<file path="src/rtl/pwm_inv_pkg.sv">
package pwm_inv_pkg;

   // Width of the step counter, prescaler and both fields
   localparam int CNT_W = 8;
   localparam int STEPS = 1 << CNT_W;

   typedef logic [CNT_W-1:0] cnt_t;
   typedef logic [CNT_W:0]   span_t;

   typedef struct packed {
      logic en;
      cnt_t reload;
      cnt_t duty;
   } ctrl_t;

   // Number of high steps for a duty code; code 0 stands for STEPS
   function automatic span_t high_span(cnt_t duty);
      if (duty == '0) return '0;
      return span_t'(STEPS) - span_t'(duty);
   endfunction

endpackage

</file>
<file path="src/rtl/pwm_inv_regs.sv">
module pwm_inv_regs
   import pwm_inv_pkg::*;
#(
   parameter int DATA_W     = 32,
   parameter int EN_BIT     = 31,
   parameter int RELOAD_LSB = 8,
   parameter int DUTY_LSB   = 0
) (
   input  logic              clk,
   input  logic              rst,
   input  logic              wr_en,
   input  logic [DATA_W-1:0] wr_data,
   output ctrl_t             ctrl_q,
   output logic [DATA_W-1:0] rd_data
);

   localparam int RELOAD_MSB = RELOAD_LSB + CNT_W - 1;
   localparam int DUTY_MSB   = DUTY_LSB + CNT_W - 1;

   // Elaboration checks on field placement
   if (EN_BIT >= DATA_W || RELOAD_MSB >= DATA_W || DUTY_MSB >= DATA_W) begin : g_bad_fit
      $error("pwm_inv_regs: a field lies outside the data word");
   end
   if (RELOAD_LSB <= DUTY_MSB && DUTY_LSB <= RELOAD_MSB) begin : g_bad_overlap
      $error("pwm_inv_regs: divider and duty fields overlap");
   end
   if ((EN_BIT >= RELOAD_LSB && EN_BIT <= RELOAD_MSB) ||
       (EN_BIT >= DUTY_LSB && EN_BIT <= DUTY_MSB)) begin : g_bad_en
      $error("pwm_inv_regs: enable bit lies inside a field");
   end

   always_ff @(posedge clk) begin
      if (rst) begin
         ctrl_q <= '0;
      end else if (wr_en) begin
         ctrl_q.en     <= wr_data[EN_BIT];
         ctrl_q.reload <= wr_data[RELOAD_LSB +: CNT_W];
         ctrl_q.duty   <= wr_data[DUTY_LSB +: CNT_W];
      end
   end

   always_comb begin
      rd_data                       = '0;
      rd_data[EN_BIT]               = ctrl_q.en;
      rd_data[RELOAD_LSB +: CNT_W]  = ctrl_q.reload;
      rd_data[DUTY_LSB +: CNT_W]    = ctrl_q.duty;
   end

   logic unused_wr_bits;
   assign unused_wr_bits = ^wr_data;

endmodule

</file>
<file path="src/rtl/pwm_inv_timebase.sv">
module pwm_inv_timebase
   import pwm_inv_pkg::*;
(
   input  logic  clk,
   input  logic  rst,
   input  ctrl_t ctrl_q,
   output logic  run_q,
   output cnt_t  act_reload,
   output cnt_t  act_duty,
   output cnt_t  step_q,
   output logic  tick,
   output logic  boundary
);

   cnt_t pre_q;
   logic running;
   cnt_t pre_last;

   assign running  = ctrl_q.en & run_q;
   // Divider 0 wraps to the last count, giving STEPS clocks per step
   assign pre_last = cnt_t'(act_reload - cnt_t'(1));
   assign tick     = running & (pre_q == pre_last);
   assign boundary = tick & (step_q == '1);

   always_ff @(posedge clk) begin
      if (rst) begin
         run_q      <= 1'b0;
         pre_q      <= '0;
         step_q     <= '0;
         act_reload <= '0;
         act_duty   <= '0;
      end else begin
         run_q <= ctrl_q.en;
         if (!running) begin
            pre_q  <= '0;
            step_q <= '0;
         end else if (tick) begin
            pre_q  <= '0;
            step_q <= step_q + cnt_t'(1);
         end else begin
            pre_q  <= pre_q + cnt_t'(1);
         end
         if (!run_q || boundary) begin
            act_reload <= ctrl_q.reload;
            act_duty   <= ctrl_q.duty;
         end
      end
   end

endmodule

</file>
<file path="src/rtl/pwm_inv_compare.sv">
module pwm_inv_compare
   import pwm_inv_pkg::*;
(
   input  logic en,
   input  logic run_q,
   input  cnt_t act_duty,
   input  cnt_t step_q,
   output logic pwm_o
);

   span_t span;

   assign span  = high_span(act_duty);
   assign pwm_o = en & run_q & (span_t'(step_q) < span);

endmodule

</file>
<file path="src/rtl/pwm_inv_duty.sv">
module pwm_inv_duty
   import pwm_inv_pkg::*;
#(
   parameter int DATA_W     = 32,
   parameter int EN_BIT     = 31,
   parameter int RELOAD_LSB = 8,
   parameter int DUTY_LSB   = 0
) (
   input  logic              clk,
   input  logic              rst,
   input  logic              bus_we,
   input  logic [DATA_W-1:0] bus_wdata,
   output logic [DATA_W-1:0] bus_rdata,
   output logic              pwm_out
);

   ctrl_t ctrl_q;
   logic  run_q;
   cnt_t  act_reload;
   cnt_t  act_duty;
   cnt_t  step_q;
   logic  tick;
   logic  boundary;

   pwm_inv_regs #(
      .DATA_W     (DATA_W),
      .EN_BIT     (EN_BIT),
      .RELOAD_LSB (RELOAD_LSB),
      .DUTY_LSB   (DUTY_LSB)
   ) u_regs (
      .clk     (clk),
      .rst     (rst),
      .wr_en   (bus_we),
      .wr_data (bus_wdata),
      .ctrl_q  (ctrl_q),
      .rd_data (bus_rdata)
   );

   pwm_inv_timebase u_time (
      .clk        (clk),
      .rst        (rst),
      .ctrl_q     (ctrl_q),
      .run_q      (run_q),
      .act_reload (act_reload),
      .act_duty   (act_duty),
      .step_q     (step_q),
      .tick       (tick),
      .boundary   (boundary)
   );

   pwm_inv_compare u_cmp (
      .en       (ctrl_q.en),
      .run_q    (run_q),
      .act_duty (act_duty),
      .step_q   (step_q),
      .pwm_o    (pwm_out)
   );

endmodule

</file>
<file path="config.mk">
export PLATFORM = sky130hd
export DESIGN_NAME = pwm_inv_duty
export DESIGN_NICKNAME = d
export VERILOG_FILES = /design/src/rtl/pwm_inv_pkg.sv /design/src/rtl/pwm_inv_regs.sv /design/src/rtl/pwm_inv_timebase.sv /design/src/rtl/pwm_inv_compare.sv /design/src/rtl/pwm_inv_duty.sv
export SDC_FILE = /design/constraint.sdc
export NUM_CORES = 1
export LEC_CHECK = 0
export ABC_CLOCK_PERIOD_IN_PS = 2800
export BUFFER_PORTS_ARGS = -buffer_cell sky130_fd_sc_hd__buf_2
export CAP_MARGIN = 5
export CORE_ASPECT_RATIO = 0.6
export CORE_UTILIZATION = 30
export CTS_CLUSTER_SIZE = 28
export DETAILED_ROUTE_END_ITERATION = 10
export PLACE_DENSITY = 0.57
export SKIP_CTS_REPAIR_TIMING = 1
export SYNTH_ARGS = -nofsm -noshare
export SYNTH_HDL_FRONTEND = slang
export SYNTH_SLANG_ARGS = --single-unit
</file>
<file path="constraint.sdc">
create_clock -name clk -period 2.8 [get_ports clk]
set_input_delay 0.56 -clock clk [delete_from_list [all_inputs] [get_ports clk]]
set_output_delay 0.56 -clock clk [all_outputs]
set_load 0.005 [all_outputs]
</file>
==> reports/summary.log <==
INFO  cts            clk_pin_slew_worst_paths=0.07ns
INFO  setup_path     critPathLaunchType=flop
INFO  timing         finalCriticalPeriod=3.266ns
INFO  die            core_region_area=8686squm
INFO  global_route   grt_start_max_net_pins=45
INFO  place          detailedPlace.worstSlack=-0.1880ns
INFO  setup_path     cp_max_fanout=3
INFO  synth          postSynthAreaPerCell=9.177squm
INFO  power          worst_ir_drop_vdd=0.2782mV
INFO  setup_path     endpoint_kind=output port
INFO  place          post_dp_cell_area=3039squm
INFO  setup_path     worst-setup-path-type=flop to output port
INFO  global_route   grt_pass1_vias=1991
INFO  flow_run       maxCapViolations=0
INFO  cts            numCtsBuffers=5
INFO  timing         holdWs=0.4807ns
INFO  place          io_port_bufs=37
INFO  cells_and_area insertedDiodeCount=0
INFO  power          power.density=541.4nW/um^2
INFO  setup_path     slowest_stage=sky130_fd_sc_hd__or4b_4
INFO  timing         fin_crit_sh=1.166
INFO  cts            clk_latency=0.29ns
INFO  timing         final.setup.worst_slack=-0.4661ns
INFO  route          vias_per_cell=4.530
INFO  synth          synth.yosys.seq_area_share=0.3648
INFO  worst_hold_path hold_class=flop to flop
INFO  setup_path     chain_of_cells_forming_the_critical_path=inv_2 -> ha_4 -> or4b_4 -> or4_4 -> nand2_2 -> ha_4 -> nand3_2 -> o22ai_1 -> nor3_1 -> o31a_1 -> buf_2
INFO  timing         max_freq=306.2MHz
INFO  cells_and_area layout_area_growth_over_synthesis=19.74%
INFO  route          drc_violations_left=3
INFO  cts            cts.sinks=50
INFO  timing         worst_slew_pin_slew=0.5287ns
INFO  synth          ys.flop_type=sky130_fd_sc_hd__dfxtp_1
INFO  setup_path     worst_ep_arrival=2.71ns
INFO  global_route   grt_first_pass_wirelength=9114um
INFO  outcome        status=finished with violations
INFO  synth          post_synth_instance_area=2744squm
INFO  setup_path     critPathRequiredTime=2.24ns
INFO  cells_and_area final_area=3286squm
INFO  synth          syn-instance-count=299
INFO  synth          synth-edff-count=0
INFO  place          hpwlAfterDp=3982um
INFO  synth          yosysWarningCount=0
INFO  synth          post-synth-top-area-cell=sky130_fd_sc_hd__dfxtp_1
INFO  timing         finalSetupViolCount=1
INFO  setup_path     worst_path_dominant_cell_family=simple AND/OR/NAND/NOR gates
INFO  setup_path     crit_top_cell=sky130_fd_sc_hd__ha_4
INFO  die            fp-row-count=26
INFO  outcome        violations=DRC, setup timing
INFO  route          ant_nets=0
INFO  route          vias=2052
INFO  cells_and_area layout.cells.most_common=sky130_fd_sc_hd__dfxtp_1
INFO  cells_and_area drive_above_1_share=0.2170
INFO  setup_path     path_buf_inv=2
INFO  setup_path     slowest_delay=0.47ns
INFO  global_route   grt_antenna_before_repair=0
INFO  synth          synth_top_area_cells=sky130_fd_sc_hd__dfxtp_1 (36%), sky130_fd_sc_hd__mux2i_1 (14%), sky130_fd_sc_hd__nand2b_1 (7.3%)
INFO  timing         fin_worst_skew=0.006147ns
INFO  timing         rsz0062_at_grt=true
INFO  global_route   globalRouteOverflowTotal=0
INFO  route          initialDrtViolationCount=73
INFO  timing         report.final.slew_viol_count=0
INFO  cts            cts_tree=yes
INFO  cells_and_area final_cell_mix=sky130_fd_sc_hd__dfxtp_1 (49), sky130_fd_sc_hd__mux2i_1 (39), sky130_fd_sc_hd__buf_2 (37), sky130_fd_sc_hd__nor2_1 (36), sky130_fd_sc_hd__nand2b_1 (32)
INFO  synth          ys_seq_elements=50
INFO  cts            maximum_number_of_buffers_from_clock_root_to_sink=2
INFO  cts            ctsRootBufferMaster=sky130_fd_sc_hd__clkbuf_16
INFO  cells_and_area design.final.nets=386
INFO  global_route   grt.total_usage=0.1178
INFO  die            die_w=125.5um
INFO  route          route.detailed.wl_per_inst=11.79um
INFO  power          p_leak=0.001386uW
INFO  synth          post-synth-top-area-fraction=0.3648
INFO  timing         worst_slew_margin_rel=0.6476
INFO  place          place_congestion=0.8212
INFO  route          router_iterations_before_antenna_repair=7
INFO  route          finalWirelength=5340um
INFO  synth          synthArstFlopShare=0
INFO  die            design.die.area=9545squm
INFO  die            ioPinCount=68
INFO  die            fp.dieH=76.08um
INFO  timing         timing.final.hold_violations=0
INFO  die            initial_core_util=0.3159
INFO  cells_and_area final_core_util=0.3783
INFO  cts            cts_max_level=2
INFO  synth          synth_cell_type_count=44
==> worst register-to-register path, delay by kind of cell (launching register included) <==
kind / cells / cell delay [ns]
buffers and inverters: 2 / 0.26
AO/OA/AOI/OAI: 3 / 0.81
flip-flops: 1 / 0.36
adder cells (fa/ha/maj): 1 / 0.22
multiplexers: 1 / 0.21
AND/OR/NAND/NOR: 2 / 0.55
==> worst paths after layout <==
kind                                            to                  from  slack [ns]  cells after the start
worst min-delay path               u_time.pre_q[0]       u_time.pre_q[0]        0.48                      1
worst max-delay path                       pwm_out    u_time.act_duty[1]       -0.47                     11
worst min register to register     u_time.pre_q[0]       u_time.pre_q[0]        0.48                      1
worst max register to register  u_time.act_duty[0]  u_time.act_reload[0]        0.30                      9
==> flip-flops by register name, indices dropped and copies added, names as in the netlist <==
name / count
u_regs.ctrl_q: 17
u_time.act_duty: 8
u_time.act_reload: 8
u_time.pre_q: 8
u_time.step_q: 8
u_time.run_q: 1
==> cells in the mapped netlist (all sizes together), types with 2 or more instances <==
master  count
a211oi      2
a22oi       2
nand2      15
nand2b     32
nor3        5
nand4       5
nor2b       2
dfxtp      50
xnor2      13
nand3       8
o31a        2
and3        4
buf        19
or3         5
ha         11
nor2       37
inv         6
clkbuf     10
xor2        5
mux2i      39
a21oi       5
or4         2
==> area by class of cell <==
cell class                 instances  area (sq um)
clock buffer                       5         125.1
clock inverter                     3         68.82
fill                             867          5400
inverter                           6         22.52
multi-input combinational        228          1635
sequential                        50          1002
tap                              112         140.1
timing repair buffer              49         291.5
==> through the flow <==
stage	total power, uW	std cells	TNS (ns)
floorplan	936.3	313	0
global placement	987.3	445	-0.1997
detailed placement	993.3	445	-0.1880
CTS	1784	453	-0.5260
global route	1855	453	-0.6458
finish	1779	453	-0.4661
==> power breakdown <==
| part | switching, uW | total, uW | internal, uW |
|---|---|---|---|
| sequential | 21.8 | 758 | 736 |
| clock | 274 | 787 | 513 |
| combinational | 112 | 234 | 122 |
==> logic make-up after synthesis <==
family | share of synthesized area
AO/OA/AOI/OAI | 0.06704
XOR/XNOR | 0.05746
buffers and inverters | 0.07843
other | 0.001367
adder cells (fa/ha/maj) | 0.05016
AND/OR/NAND/NOR | 0.2385
multiplexers | 0.1423
flip-flops | 0.3648
==> metal layers <==
metal  vias up  global-route usage  wire [um]
li1       1069                   -          -
met1       944              0.1532       2801
met2        35              0.1872       2251
met3         4             0.03441        227
met4         0             0.03659         60
met5         -                   0          0
Power figures use the tool's default switching activity.
